==> config.mk <==
export PLATFORM = sky130hd
export DESIGN_NAME = gpio_port_data_reg
export DESIGN_NICKNAME = d
export VERILOG_FILES = /design/src/rtl/gpio_port_data_reg.sv
export SDC_FILE = /design/constraint.sdc
export NUM_CORES = 1
export LEC_CHECK = 0
export BUFFER_PORTS_ARGS = -buffer_cell sky130_fd_sc_hd__clkbuf_2
export CORE_MARGIN = 2
export CORE_UTILIZATION = 42
export DETAILED_ROUTE_END_ITERATION = 8
export GPL_TIMING_DRIVEN = 0
export PLACE_DENSITY = 0.89
export SETUP_SLACK_MARGIN = 0.02
export SYNTH_ARGS = -nofsm -noshare
export SYNTH_HDL_FRONTEND = slang
export SYNTH_SLANG_ARGS = --single-unit
==> constraint.sdc <==
create_clock -name clk -period 2.44 [get_ports clk]
set_input_delay 0.488 -clock clk [delete_from_list [all_inputs] [get_ports clk]]
set_output_delay 0.488 -clock clk [all_outputs]
set_load 0.02 [all_outputs]
==> src/rtl/gpio_port_data_reg.sv <==
module gpio_port_data_reg #(
  parameter int DATA_W    = 16,
  parameter int PIN_N     = 4,
  parameter int ADDR_W    = 2,
  parameter int DATA_ADDR = 0,
  parameter int DIR_ADDR  = 1
) (
  input  logic              clk,
  input  logic              por_rst_n,
  input  logic              wdt_rst_n,
  input  logic [ADDR_W-1:0] bus_addr,
  input  logic              bus_we,
  input  logic [DATA_W-1:0] bus_wdata,
  output logic [DATA_W-1:0] bus_rdata,
  input  logic [PIN_N-1:0]  pin_in,
  input  logic [PIN_N-1:0]  pin_func_gpio,
  output logic [PIN_N-1:0]  pin_out,
  output logic [PIN_N-1:0]  pin_oe
);

  localparam int PIN_LO = DATA_W - PIN_N;

  logic [PIN_N-1:0] data_q, dir_q, sync1_q, sync2_q, port_view;
  logic             sel_data, sel_dir, sync_rst_n, unused_wdata_lo;

  assign sel_data        = bus_addr == ADDR_W'(DATA_ADDR);
  assign sel_dir         = bus_addr == ADDR_W'(DIR_ADDR);
  assign sync_rst_n      = por_rst_n & wdt_rst_n;
  assign unused_wdata_lo = ^bus_wdata[PIN_LO-1:0];

  always_ff @(posedge clk or negedge por_rst_n) begin
    if (!por_rst_n) begin
      data_q <= '0;
      dir_q  <= '0;
    end else if (bus_we) begin
      if (sel_data) data_q <= bus_wdata[PIN_LO +: PIN_N];
      if (sel_dir)  dir_q  <= bus_wdata[PIN_LO +: PIN_N];
    end
  end

  always_ff @(posedge clk or negedge sync_rst_n) begin
    if (!sync_rst_n) begin
      sync1_q <= '0;
      sync2_q <= '0;
    end else begin
      sync1_q <= pin_in;
      sync2_q <= sync1_q;
    end
  end

  for (genvar i = 0; i < PIN_N; i++) begin : g_pin
    assign port_view[i] = dir_q[i] ? data_q[i] : (pin_func_gpio[i] & sync2_q[i]);
  end

  always_comb begin
    bus_rdata = '0;
    if (sel_data)     bus_rdata[PIN_LO +: PIN_N] = port_view;
    else if (sel_dir) bus_rdata[PIN_LO +: PIN_N] = dir_q;
  end

  assign pin_out = data_q;
  assign pin_oe  = dir_q & pin_func_gpio;

  AST_RSVD_ZERO: assert property (@(posedge clk) disable iff (!por_rst_n)
    bus_rdata[PIN_LO-1:0] == '0);
  AST_OUT_READ: assert property (@(posedge clk) disable iff (!por_rst_n)
    sel_data |-> ((bus_rdata[PIN_LO +: PIN_N] & dir_q) == (pin_out & dir_q)));
  AST_ALT_IN_ZERO: assert property (@(posedge clk) disable iff (!por_rst_n)
    sel_data |-> ((bus_rdata[PIN_LO +: PIN_N] & ~dir_q & ~pin_func_gpio) == '0));
  AST_NO_FOREIGN_DRIVE: assert property (@(posedge clk) disable iff (!por_rst_n)
    (pin_oe & ~pin_func_gpio) == '0);
  AST_POR_CLEAR: assert property (@(posedge clk)
    !por_rst_n |-> (pin_out == '0 && dir_q == '0));
  AST_WDT_HOLD: assert property (@(posedge clk) disable iff (!por_rst_n)
    (!wdt_rst_n && !bus_we) |=> ($stable(pin_out) && $stable(dir_q)));
  AST_WRITE_LANDS: assert property (@(posedge clk) disable iff (!por_rst_n)
    (bus_we && sel_data) |=> pin_out == $past(bus_wdata[PIN_LO +: PIN_N]));

endmodule

Word level (Yosys, flattened, before mapping)
Cells that the tools add are included.
Widths: inputs -> output; s select.
Cells by class
  eq/ne operators: 1
  mux-type cells: 6
  bitwise logic cells: 6
  reductions and logical operators: 3
Operators by type and width (count)
  $mux 4: 2
  $and 1x1->1: 5
  $and 4x4->4: 1
  $mux 1: 4
  $reduce_and 2->1: 2
  $eq 2x1->1 const B: 1
  $logic_not 2->1: 1
Storage, ports and cells
  register bits: 16
  word-level logic and storage cells: 20

Depth between registers and ports, before layout
  depth in word-level cells: 3
  gate-level depth with buffers: 2
  mapped depth without buffers: 2

Least setup slack after synthesis
OpenSTA, ideal clock, no wires.
  path type: input port to output port
  from: input port bus_addr[0]
  to: output port bus_rdata[12]
  data arrival time: 0.998 ns
  required time: 1.952 ns
  setup slack: 0.954 ns
  stages on the path: 2
  buffers on the path: 0
  cell sequence: nand4bb_1 > a21oi_1
Between the ends
  cells in the longest elaborated chain, start to end: 3
  elaborated cells between the ends (all ways): 4
  those cells by class: eq/ne: 1; mux: 2; reduce/logical: 1
RTL lines
  start: declaration: RTL line 11  | input logic [ADDR_W-1:0] bus_addr,
  $eq 2x1->1: RTL line 27  | assign sel_dir = bus_addr == ADDR_W'(DIR_ADDR);
  $mux 4: RTL line 58  | else if (sel_dir) bus_rdata[PIN_LO +: PIN_N] = dir_q;
  $mux 4 *: RTL line 57  | if (sel_data) bus_rdata[PIN_LO +: PIN_N] = port_view;
  end: declaration: RTL line 14  | output logic [DATA_W-1:0] bus_rdata,
Mark *: on every way between the ends. The rest lies on a longest branch, timed or not.

Worst setup path in the final report
  from: input port bus_addr[0]
  to: output port bus_rdata[13]
Same word-level chain as after synthesis.

==> metrics.txt <==
status finished, final reports clean; CTS buffer count 3; Initial DRT Pass Iterations 2; synth warn 0; power density over the cells 666 mW/mm2; clk root buf clkbuf_4; fin crit period 1730 ps; number of antenna repair diodes 0; fillers 151; endpoint class of the critical path output pin; FF+latch count, synth 16; core area 0.00171 mm2; Detail Route Antenna Nets 0; area leader, netlist dfrtp_1; Hold Fails Final Rpt 0; Iteration-0 DRC Markers 3; critical path fanouts, max 10; area occupied by multi-input gates 305 um2; main combinational cell family by area after synthesis simple AND/OR/NAND/NOR gates; Synth Area in Compound Gates 0.0531; DR DRC count 0; CTS tree done; global-route wire length before repair 1.84 mm; clock slew at reported path FFs 90 ps; Crit path arrival time 1240 ps; Synth Area in Simple Gates 0.153; Die Ht 46.4 um; CTS sink count 16; CTS Hold Bufs 0; HPWL after detailed placement 1.08 mm; Synth top area share 0.531; count of cell types in the netlist 12; maximum clock path buffer count 2; Die Area 0.00215 mm2; H-tree depth 1; gr ovfl total 0; Seq. cell area 400 um2; final critical-path share of the clock period 0.710; fraction of layout cells with a size suffix above 1 0.540; Post-Synth XOR/XNOR Area 0; Post-Syn Area per Cell 13.5 um2; CP max stage cell nand4bb_1; setup TNS 0 ps; sequential share of the synthesized area 0.531; clk_skew 2.40 ps; gr usage total 0.129; initial antenna violation count 0; RSZ-0062 raised after global routing false; total power 0.671 mW; Max stage delay on crit path 220 ps; drt total wl 1.29 mm; CTS resizes 0; Synth Area in Adders 0; MaxCap Viol Count 0; drt wl/cell 10.3 um; vias 546; Most common cell on crit path clkbuf_2; Pleak 0.546 nW; Setup Crit Path Kind input port to output pin; DIE WIDTH 46.4 um; Synth Cell Area 754 um2; highest clock rate 0.577 GHz; Layout Nets 131; crit path launch type input port; routability cong. 0.668; Syn-to-layout area delta 33.7%; Hold WC Path Type input port to async pin; initial core utilization 0.442; later-pin clock latency in the skew report 290 ps; synthesized instance count 56; Slew Viols, Final 0; Final Setup Violations 0; multiplexer area fraction after synthesis 0.139; VDD IR max 501 uV; Rows 15; I/O pin count 54; top cells by area, synth dfrtp_1 53%, buf_4 12%, mux2_4 8.0%; DR vias/cell 4.37; WP data required 1950 ps; port buffer count 29; largest net degree at the start of global routing 11; number of global-route vias before repair 433; setup bufs post-CTS 0; Critical Path, Cell by Cell clkbuf_2 -> nand4bb_1 -> a21oi_1 -> clkbuf_2
==> state kept, by name, indices dropped and copies added, names as in the netlist <==
register	flops
dir_q	4
pin_out	4
sync1_q	4
sync2_q	4
==> cell type report <==
class | instances | area share
Multi-Input combinational cell | 39 | 0.303
Timing Repair Buffer | 29 | 0.144
Sequential cell | 16 | 0.397
Clock buffer | 4 | 0.0360
Buffer | 12 | 0.0893
Tap cell | 25 | 0.0310
==> per-layer routing <==
layer  vias up  wire length (um)  track usage  part of all wire
li1        261                 -            -                 -
met1       255               494        0.164              0.38
met2        28               657        0.206              0.51
met3         2               116       0.0275             0.090
met4         0                25       0.0686             0.019
met5         -                 0            0                 0
==> power breakdown <==
part / leakage, nW / switching, mW / internal (mW)
combinational: 0.332 / 0.0974 / 0.0846
clock: 0.0210 / 0.0810 / 0.0909
sequential: 0.193 / 0.0205 / 0.297
total: 0.546 / 0.199 / 0.472
==> layout by cell type (no fill, tap or decap), drive strengths merged <==
master and n:
nor3b 1, dfrtp 16, o21ai 4, a21oi 4, and2 5, conb 12, mux2 8, nand3b 1
buf 12, clkbuf 33, nand4bb 4
==> cells in the mapped netlist (all sizes together) <==
master   count
a21oi        4
and2         5
buf         12
conb         1
dfrtp       16
mux2         8
nand3b       1
nand4bb      4
nor3b        1
o21ai        4
==> metrics by stage <==
step	instance area [um2]	util	setup slack, ps	hold slack (ps)	std cells
2_1_floorplan	796	-	954	192	67
3_3_place_gp	972	0.569	742	331	121
3_5_place_dp	972	0.569	696	336	121
4_1_cts	1010	0.590	693	39.7	125
5_1_grt	1010	0.590	664	43.0	125
6_report	1010	0.590	707	39.0	125
==> cells by family (layout without fill, tap and decap cells) <==
logic type / Yosys count / after routing
AND/OR/NAND/NOR: 11 / 11
multiplexers: 8 / 8
buffers and inverters: 12 / 45
other: 1 / 12
flip-flops: 16 / 16
AO/OA/AOI/OAI: 8 / 8
==> final timing paths <==
path	from	endpoint	slack [ps]	cells past startpoint
worst max-delay path	bus_addr[0]	bus_rdata[13]	710	4
worst min-delay path	por_rst_n	dir_q[3]	40	1
worst max register to register	pin_out[2]	pin_out[2]	1660	1
worst min register to register	sync1_q[2]	sync2_q[2]	350	0
max in group asynchronous	por_rst_n	sync2_q[1]	1810	2
min in group clk	pin_in[2]	sync1_q[2]	300	1
==> worst max-delay path: cells and delay by family <==
kind                   cells  cell delay, ps
buffers and inverters      2             380
AND/OR/NAND/NOR            1             220
AO/OA/AOI/OAI              1             160
Power figures use the tool's default switching activity.
